[config.mk]
export PLATFORM = sky130hd
export DESIGN_NAME = inta_cascade_enc
export DESIGN_NICKNAME = d
export VERILOG_FILES = /design/src/rtl/inta_cas_pkg.sv /design/src/rtl/inta_phase_track.sv /design/src/rtl/inta_addr_latch.sv /design/src/rtl/inta_ack_counter.sv /design/src/rtl/inta_cascade_enc.sv
export SDC_FILE = /design/constraint.sdc
export NUM_CORES = 1
export LEC_CHECK = 0
export BUFFER_PORTS_ARGS = -buffer_cell sky130_fd_sc_hd__clkbuf_2
export CAP_MARGIN = 0
export CORE_MARGIN = 4
export CORE_UTILIZATION = 38
export CTS_CLUSTER_DIAMETER = 40
export DETAILED_ROUTE_END_ITERATION = 7
export PLACE_DENSITY = 0.79
export SETUP_SLACK_MARGIN = 0.2
export SLEW_MARGIN = 20
export SYNTH_ARGS = -nofsm -noshare
export SYNTH_HDL_FRONTEND = slang
export SYNTH_SLANG_ARGS = --single-unit
[constraint.sdc]
create_clock -name clk -period 1.5 [get_ports clk]
set_clock_uncertainty 0.1 [all_clocks]
set_input_delay 0.15 -clock clk [delete_from_list [all_inputs] [get_ports clk]]
set_output_delay 0.15 -clock clk [all_outputs]
set_load 0.05 [all_outputs]
[src/rtl/inta_cas_pkg.sv]
package inta_cas_pkg;

  localparam int unsigned MAX_W = 16;

  typedef enum logic {
    PH_FIRST  = 1'b0,
    PH_SECOND = 1'b1
  } ack_phase_e;

  // Active-low select pattern: inverted address when active, all ones otherwise.
  function automatic logic [MAX_W-1:0] cas_pattern(input logic [MAX_W-1:0] addr,
                                                   input logic active);
    return active ? ~addr : {MAX_W{1'b1}};
  endfunction

  function automatic ack_phase_e next_phase(input ack_phase_e cur);
    return (cur == PH_FIRST) ? PH_SECOND : PH_FIRST;
  endfunction

endpackage

[src/rtl/inta_phase_track.sv]
module inta_phase_track
  import inta_cas_pkg::*;
(
  input  logic       clk,
  input  logic       rst_i,
  input  logic       inta_i,
  input  logic       ready_n_i,
  output logic       cyc_end_o,
  output logic       first_end_o,
  output logic       second_end_o,
  output ack_phase_e phase_o
);

  ack_phase_e phase_q;

  assign cyc_end_o    = inta_i & ~ready_n_i;
  assign first_end_o  = cyc_end_o & (phase_q == PH_FIRST);
  assign second_end_o = cyc_end_o & (phase_q == PH_SECOND);
  assign phase_o      = phase_q;

  always_ff @(posedge clk) begin
    if (rst_i)          phase_q <= PH_FIRST;
    else if (cyc_end_o) phase_q <= next_phase(phase_q);
  end

endmodule

[src/rtl/inta_addr_latch.sv]
module inta_addr_latch #(
  parameter int unsigned ADDR_W = 8
) (
  input  logic              clk,
  input  logic              rst_i,
  input  logic              load_i,
  input  logic              clear_i,
  input  logic [ADDR_W-1:0] data_i,
  input  logic              casc_en_i,
  output logic [ADDR_W-1:0] addr_o,
  output logic              casc_o
);

  logic [ADDR_W-1:0] addr_q;
  logic              casc_q;

  always_ff @(posedge clk) begin
    if (rst_i) begin
      addr_q <= '0;
      casc_q <= 1'b0;
    end else if (load_i) begin
      addr_q <= data_i;
      casc_q <= casc_en_i;
    end else if (clear_i) begin
      casc_q <= 1'b0;
    end
  end

  assign addr_o = addr_q;
  assign casc_o = casc_q;

endmodule

[src/rtl/inta_ack_counter.sv]
module inta_ack_counter #(
  parameter int unsigned CNT_W = 8
) (
  input  logic             clk,
  input  logic             rst_i,
  input  logic             inc_i,
  output logic [CNT_W-1:0] cnt_o
);

  logic [CNT_W-1:0] cnt_q;

  always_ff @(posedge clk) begin
    if (rst_i)      cnt_q <= '0;
    else if (inc_i) cnt_q <= cnt_q + 1'b1;
  end

  assign cnt_o = cnt_q;

endmodule

[src/rtl/inta_cascade_enc.sv]
module inta_cascade_enc
  import inta_cas_pkg::*;
#(
  parameter int unsigned ADDR_W = 8,
  parameter int unsigned CAS_W  = 3,
  parameter int unsigned CNT_W  = 8
) (
  input  logic              clk,
  input  logic              rst_i,
  input  logic              inta_i,
  input  logic              ready_n_i,
  input  logic [ADDR_W-1:0] data_i,
  input  logic              casc_en_i,
  output logic [CAS_W-1:0]  cas_n_o,
  output logic              slave_own_o,
  output logic              master_own_o,
  output logic              second_o,
  output logic [CNT_W-1:0]  ack_cnt_o
);

  localparam int unsigned EXT_W = MAX_W;

  // Named internal events, visible to the bound checker.
  logic              cyc_end;
  logic              first_end;
  logic              second_end;
  ack_phase_e        phase;
  logic [ADDR_W-1:0] addr_q;
  logic              casc_q;
  logic              cas_active;
  logic [EXT_W-1:0]  addr_ext;
  logic [EXT_W-1:0]  cas_ext;

  inta_phase_track u_phase (
    .clk          (clk),
    .rst_i        (rst_i),
    .inta_i       (inta_i),
    .ready_n_i    (ready_n_i),
    .cyc_end_o    (cyc_end),
    .first_end_o  (first_end),
    .second_end_o (second_end),
    .phase_o      (phase)
  );

  inta_addr_latch #(.ADDR_W(ADDR_W)) u_latch (
    .clk       (clk),
    .rst_i     (rst_i),
    .load_i    (first_end),
    .clear_i   (second_end),
    .data_i    (data_i),
    .casc_en_i (casc_en_i),
    .addr_o    (addr_q),
    .casc_o    (casc_q)
  );

  inta_ack_counter #(.CNT_W(CNT_W)) u_cnt (
    .clk   (clk),
    .rst_i (rst_i),
    .inc_i (cyc_end),
    .cnt_o (ack_cnt_o)
  );

  assign cas_active = (phase == PH_SECOND) & casc_q;

  always_comb begin
    addr_ext = '0;
    addr_ext[ADDR_W-1:0] = addr_q;
  end

  assign cas_ext = cas_pattern(addr_ext, cas_active);

  for (genvar gi = 0; gi < CAS_W; gi++) begin : g_cas
    assign cas_n_o[gi] = cas_ext[gi];
  end

  assign slave_own_o  = inta_i & cas_active;
  assign master_own_o = inta_i & ~cas_active;
  assign second_o     = (phase == PH_SECOND);

endmodule

# After elaboration in Yosys (flattened, before gate mapping)
# Cells that the tools add are included.
[classes] addsub=1 n_mux=4 bitwise=10 reduce_logical=1
[ops] operator="$add 8x1->8 const B" n=1
[ops] operator="$and 1x1->1" n=6
[ops] operator="$mux 1" n=3
[ops] operator="$mux 3" n=1
[ops] operator="$not 1->1" n=3
[ops] operator="$not 3->3" n=1
[ops] operator="$reduce_bool 2->1" n=1
[word_totals] regBits=13 inputBits=13 output_inout_bits=14 word_cells=20

# Longest topological paths before layout
# Gate-level depths: netlist (run 1).
[depth] depth_word=5 ltp_mapped=4 ltp_nobuf=4

# Cells and area by module
# A second synthesis (run 1) with hierarchy kept.
[hier_totals] cells_unflattened=79 hier_area_um2=759.5
[by_module_without_submodules] module="inta_ack_counter" instances=1 cells_per_inst=37 area_each_um2=339.1
[by_module_without_submodules] module="inta_addr_latch" instances=1 cells_per_inst=30 area_each_um2=322.8
[by_module_without_submodules] module="inta_phase_track" instances=1 cells_per_inst=7 area_each_um2=68.8
[by_module_without_submodules] module="inta_cascade_enc" instances=1 cells_per_inst=5 area_each_um2=28.8

# Worst setup path after synthesis (run 1)
# No wires, ideal clock.
[synth_path] path_type="register to output" startpoint="reg u_phase.phase_q, in the netlist u_phase.phase_o" endpoint="out master_own_o" t_arrival_ns=1.885 required_time_ns=1.250 slack_ns=-0.635 path_stages_with_launch=3 path_buffers=1 path_cell_list="dfxtp_1 > clkbuf_1 > a21boi_0"
[synth_between] elab_chain_cells=3
[synth_lines] item="from (decl)" line="inta_phase_track.sv:14" text="ack_phase_e phase_q;"
[synth_lines] item="from (signal assigned)" line="inta_phase_track.sv:23" text="else if (cyc_end_o) phase_q <= next_phase(phase_q);"
[synth_lines] item="$and 1x1->1" line="inta_cascade_enc.sv:63" text="assign cas_active = (phase == PH_SECOND) & casc_q;"
[synth_lines] item="$not 1->1" line="inta_cascade_enc.sv:77" text="assign master_own_o = inta_i & ~cas_active;"
[synth_lines] item="$and 1x1->1" line="inta_cascade_enc.sv:77"
[synth_lines] item="to (decl)" line="inta_cascade_enc.sv:16" text="output logic master_own_o,"
# Every way passes these cells.

# Final worst setup path (run 1)
[layout_path] startpoint="reg u_cnt.cnt_q[0], in the netlist u_cnt.cnt_o[0]" endpoint="reg u_cnt.cnt_q[7], in the netlist u_cnt.cnt_o[7]"
[layout_between] elab_chain_cells=1
[layout_lines] item="from (decl)" line="inta_ack_counter.sv:10" text="logic [CNT_W-1:0] cnt_q;"
[layout_lines] item="from (signal assigned)" line="inta_ack_counter.sv:14" text="else if (inc_i) cnt_q <= cnt_q + 1'b1;"
[layout_lines] item="$add 8x1->8" line="inta_ack_counter.sv:14"
# Every way passes these cells.
# A chain may end at the register's enable or synchronous reset.

==> impl_metrics.ini, run 1 <==
[outcome]
status = finished clean

[place]
gp_congestion = 0.655
port_buffers = 21
dp_hpwl_um = 1040
dp.cells = 101

[critical_path]
cp-start-kind = register
critPathMaxStageDelay_ns = 0.50
cp_slowest_cell = or4_4
setup.worst_path.start = u_cnt.cnt_o[0]$_SDFFE_PP0N_
regToRegSetupSlack_ns = 0.17
r2r-end = u_cnt.cnt_o[7]$_SDFFE_PP0N_
cp-end-kind = register
worstPathArrival_ns = 1.44
r2r-start = u_cnt.cnt_o[0]$_SDFFE_PP0N_
path_class = reg -> reg
crit_fanout = 6
cp-endpoint = u_cnt.cnt_o[7]$_SDFFE_PP0N_
crit_required_ns = 1.61
path_cells = nand4b_4 > or4_4 > a21oi_2
rr_worst_depth = 3

[synthesis]
synth.ff_latch_count = 13
yosysTopAreaCell = dfxtp_1
synthesis.area_um2 = 572
synthDistinctLibCells = 22
synth.net_count = 81
synthCells = 67
yosysWarnings = 0
synth_top_area_share_pct = 45.5
ys_top_cells_by_area = dfxtp_1 46%, a21oi_1 8.8%, o21ai_0 6.1%, nand2_1 4.6%, xnor2_1 4.6%
synth_area_per_cell_um2 = 8.53
ys_seq_area_share_pct = 45.5

[clock_network]
insertion_delay_ns = 0.28
cts-buffers-inserted = 3
htree_levels = 1
cts.clk_slew.worst_paths_ns = 0.09
cts_buffer_depth = 2
cts.sinks = 13
cts-root-buf = clkbuf_4
cts_tree = built

[cells_and_area]
syn_to_final_growth_pct = 60.8
layout_commonest_cell = clkbuf_2
fin_nets = 112
mostFrequentLayoutCells = 14 x clkbuf_2, 9 x dfxtp_4, 8 x a21oi_1, 7 x nand2_1, 7 x o21ai_0
drive_gt1_share_pct = 53.6
fill_cells = 112
n_antenna_cell = 0
final_cells = 112

[timing]
worst_slew_pin_slew_ns = 0.403
maxSlewViolCount = 0
fin_crit_ns = 1.33
fin_crit_sh_pct = 88.6
finalSetupViolCount = 0
fmax_ghz = 0.753
final-hold-violation-count = 0
rsz0062_at_grt = yes
setup-tns-final_ns = 0
relSlewSlack_pct = 73.1

[routing]
met1_length_um = 703
wl_met2_um = 801
drc = 0
routedWlPerCell_um = 14.3
ant_nets = 0
wl_met3_um = 91
firstDrtPassIters = 4
finalWirelength_um = 1610
via_count = 611
viasPerCell = 5.46
drt_iter0_drc = 9
highest_layer = met4

[floorplan]
row_count = 13
die_x_um = 46.8
io_pins = 27
die_y_um = 46.8
dieArea_um2 = 2190
core_um2 = 1370
start_util_pct = 41.8

[power_and_ir_drop]
powerDensity_nw_per_um2 = 772
p_seq_share_pct = 51.3
power_frac_clock_pct = 31.3
peakVddDrop_v = 0.000546
swShare_pct = 29.8
intPower_w = 0.000498
power_frac_comb_pct = 17.4
p_leak_nw = 0.354
power_switching_w = 0.000212

[flow_run]
cap_violations = 0

[grt]
grt_overflow = 0
grt_pass1_wl_um = 2480
grt_max_degree = 14
grt_antenna_before_repair = 0
grt_pass1_vias = 575
track_usage_pct = 16.5

[min_path]
hold_path.class = in -> reg
## how the worst min path moves through the flow
stage	startpoint	endpoint	slack [ns]	cells after the start
after CTS	data_i[1]	u_latch.addr_o[1]$_SDFFE_PP0P_	0.005	3
after floorplan	rst_i	u_cnt.cnt_o[1]$_SDFFE_PP0N_	0.11	1
final	data_i[1]	u_latch.addr_o[1]$_SDFFE_PP0P_	0.003	3
after global routing	data_i[1]	u_latch.addr_o[1]$_SDFFE_PP0P_	0.005	3
after detailed placement	data_i[0]	u_latch.addr_o[0]$_SDFFE_PP0P_	0.29	3
after global placement	data_i[0]	u_latch.addr_o[0]$_SDFFE_PP0P_	0.27	3
## cell families (layout without fill, tap and decap cells)
family                   count (synthesis)  in the layout  synth area share [%]
XOR/XNOR                                 3              3                  4.60
AND/OR/NAND/NOR                         27             27                  27.6
flip-flops                              13             13                  45.5
adder cells (fa/ha/maj)                  1              1                  2.19
buffers and inverters                    4             34                  2.63
AO/OA/AOI/OAI                           19             19                  17.5
## timing repair
| item | CTS | global route |
|---|---|---|
| hold buffers | 2 | 0 |
| pin swaps | 0 | 6 |
| buffers inserted | 4 | 1 |
| setup endpoints to repair | 9 | 15 |
| hold endpoints to repair | 2 | 0 |
| resized for setup | 12 | 17 |
## layout make-up
type	instances	area, um2	share of cell area, %
multi-input combinational	50	370	40.3
sequential	13	294	32.0
timing repair buffer	28	201	21.9
clock buffer	3	22.5	2.45
tap	15	18.8	2.04
inverter	2	7.51	0.816
clock inverter	1	5.00	0.544
## power by group through the flow
stage | Clock [W] | Combinational [W] | Sequential (W)
CTS | 0.000227 | 0.000110 | 0.000364
global placement | 0 | 0.0000840 | 0.000376
floorplan | 0 | 0.0000487 | 0.000387
detailed placement | 0 | 0.0000864 | 0.000377
finish | 0.000222 | 0.000123 | 0.000364
global route | 0.000254 | 0.000132 | 0.000367
## state kept, by name (all words and copies together), names as in the netlist
| register | flops |
|---|---|
| u_latch.casc_o | 1 |
| u_latch.addr_o | 3 |
| u_phase.phase_o | 1 |
| u_cnt.cnt_o | 8 |
## critical path: cells and delay by family, from the launching register on
| kind | cells | cell delay [ns] |
|---|---|---|
| AND/OR/NAND/NOR | 2 | 0.64 |
| AO/OA/AOI/OAI | 1 | 0.13 |
| flip-flops | 1 | 0.40 |
## per-stage QoR
stage	hold WS (ns)	cell area (um2)	util [%]	power [W]	setup slack, ns
finish	0.00321	920	67.3	0.000710	0.171
global route	0.00461	920	67.3	0.000753	0.112
CTS	0.00466	877	64.2	0.000701	0.156
detailed placement	0.290	767	56.1	0.000464	0.186
global placement	0.274	767	56.1	0.000460	0.226
floorplan	0.109	654	-	0.000436	0.162
## routing by layer
| layer | global-route usage [%] | vias up |
|---|---|---|
| met3 | 3.45 | 2 |
| met2 | 26.8 | 17 |
| met5 | 0 | - |
| met4 | 9.94 | 0 |
| met1 | 19.9 | 293 |
| li1 | - | 299 |
## cell usage after synthesis, drive strengths merged
library cell	count
and3	1
or3	4
or4	1
or2b	1
inv	2
nand4b	1
clkbuf	2
ha	1
a21oi	10
o31ai	1
nand4	1
dfxtp	13
o21ai	7
xnor2	3
nand3	4
nand3b	2
nand2	7
a21boi	1
nor2b	1
nor3b	1
nor2	3
Note: power is estimated with default switching activity, not from simulation.
==> run 2: changes to the inputs <==
ABC_AREA = 1   (was default)
PLACE_DENSITY = 0.77   (was 0.79)
==> impl_metrics.ini, run 2 <==
[synthesis]
synth.ff_latch_count = 13
ys_seq_area_share_pct = 42.4
synthesis.area_um2 = 614
synth_area_per_cell_um2 = 7.14
synthCells = 86
synth_top_area_share_pct = 42.4
async_flop_share_pct = 0
ys.flop_type = dfxtp_1
synth_commonest_cells = 20 x nor2_1, 19 x nand2_1, 13 x dfxtp_1, 8 x inv_1, 5 x a21oi_1
yosysWarnings = 0
synth_edf_count = 0
synthDistinctLibCells = 16
yosysMostFrequentCell = nor2_1
synth.net_count = 100
yosysTopAreaCell = dfxtp_1
ys_top_cells_by_area = dfxtp_1 42%, nor2_1 12%, nand2_1 12%, inv_1 4.9%, a21oi_1 4.1%

[timing]
final-hold-violation-count = 0
fin_crit_sh_pct = 86.3
relSlewSlack_pct = 81.3
maxSlewViolCount = 0
worst_slew_pin_slew_ns = 0.281
fin_crit_ns = 1.29
finalSetupViolCount = 0
setup-tns-final_ns = 0
fmax_ghz = 0.773
rsz0062_at_grt = yes

[grt]
grt_pass1_wl_um = 2550
track_usage_pct = 15.6
grt_pass1_vias = 584
grt_antenna_before_repair = 0
grt_max_degree = 10
grt_overflow = 0

[clock_network]
insertion_delay_ns = 0.27
cts-root-buf = clkbuf_4
cts_buffer_depth = 2
cts.clk_slew.worst_paths_ns = 0.08
cts.sinks = 13
cts-buffers-inserted = 3
cts_tree = built
htree_levels = 1
postCtsSetupBuffers = 0

[cells_and_area]
syn_to_final_growth_pct = 44.4
mostFrequentLayoutCells = 18 x nor2_1, 16 x clkbuf_2, 14 x nand2_1, 7 x inv_1
n_antenna_cell = 0
final_cells = 129
layout_commonest_cell = nor2_1
largest_register_ffs = 8
drive_gt1_share_pct = 43.4
fin_nets = 128
fill_cells = 137

[routing]
firstDrtPassIters = 4
routedWlPerCell_um = 10.8
drt_iter0_drc = 8
finalWirelength_um = 1390
ant_nets = 0
drc = 0
viasPerCell = 4.78
via_count = 617

[floorplan]
die_x_um = 48.2
io_pins = 27
die_y_um = 48.2
dieArea_um2 = 2320
row_count = 14
start_util_pct = 40.3
core_um2 = 1520

[flow_run]
cap_violations = 0

[place]
port_buffers = 21
gp_congestion = 0.716
dp_hpwl_um = 1010
dp.cells = 123

[critical_path]
cp-end-kind = output pin
crit_fanout = 4
path_class = reg -> out
cp_top_family = flip-flops
cp-start-kind = register
worst-path-buf-inv = 2
path_cells = nand2_4 > inv_6 > nor2_4 > buf_8
critPathMaxStageDelay_ns = 0.37
worstPathArrival_ns = 1.04
crit_required_ns = 1.25
cp_slowest_cell = dfxtp_4

[min_path]
hold_path.class = in -> reg

[power_and_ir_drop]
peakVddDrop_v = 0.000441
p_leak_nw = 0.403
powerDensity_nw_per_um2 = 782

[outcome]
status = finished clean
[run 2: metal layers]
layer  vias up  share of wire [%]  GRT usage [%]
met5         -                  0              0
met4         0               0.29           4.84
met3         2                7.3           6.27
met2        16                 47           25.8
met1       276                 45           18.3
li1        323                  -              -
[run 2: logic make-up after synthesis]
kind of cell	after synthesis	synth area share, %
flops	13	42.4
compound gates	9	7.33
xor+xnor	1	1.43
simple gates	52	40.7
buf+inv	10	6.11
fa+ha+maj	1	2.04
[run 2: worst reg2reg max path: stages (launching register included)]
cell and delay, ns:
dfxtp_4 0.38, ha_1 0.20, nand2_2 0.09, nor2_2 0.12, nand2_1 0.06, nand2_1 0.06, nor2_1 0.04
[run 2: path summary, 6_finish.rpt]
path / slack [ns] / cells past startpoint / endpoint / from
max: 0.21 / 4 / master_own_o / u_phase.phase_o$_SDFFE_PP0N_
min: 0.004 / 3 / u_latch.addr_o[1]$_SDFFE_PP0P_ / data_i[1]
max reg2reg: 0.36 / 6 / u_cnt.cnt_o[4]$_SDFFE_PP0N_ / u_cnt.cnt_o[0]$_SDFFE_PP0N_
min reg2reg: 0.39 / 2 / u_cnt.cnt_o[2]$_SDFFE_PP0N_ / u_cnt.cnt_o[2]$_SDFFE_PP0N_
[run 2: metrics by stage]
stage / hold slack, ns / total power (W) / worst slack, ns / utilization, % / instance area (um2)
6_report: 0.00363 / 0.000694 / 0.206 / 58.2 / 887
5_1_grt: 0.0166 / 0.000732 / 0.160 / 58.2 / 887
4_1_cts: 0.00118 / 0.000691 / 0.195 / 56.8 / 866
3_5_place_dp: 0.282 / 0.000468 / 0.324 / 50.1 / 763
3_3_place_gp: 0.278 / 0.000466 / 0.354 / 50.1 / 763
2_1_floorplan: 0.112 / 0.000440 / 0.154 / - / 638
[run 2: repair_timing]
action                     4_1_cts  5_1_grt
setup endpoints to repair        5        6
hold endpoints to repair         3        0
hold buffers                     2        0
gates cloned                     0        0
gates resized for setup         16       11
pin swaps                        2        2
[run 2: where the power goes]
group	switching (W)	total, W	internal, W
Sequential	0.0000146	0.000372	0.000357
Clock	0.000117	0.000220	0.000103
Combinational	0.0000671	0.000102	0.0000346
[run 2: area by class of cell]
cell class                 instances  area (um2)  area share, %
sequential                        13         278           31.3
clock buffer                       4        26.3           2.96
multi-input combinational         63         349           39.4
tap                               16        20.0           2.26
timing repair buffer              23         171           19.3
inverter                          10        42.5           4.80
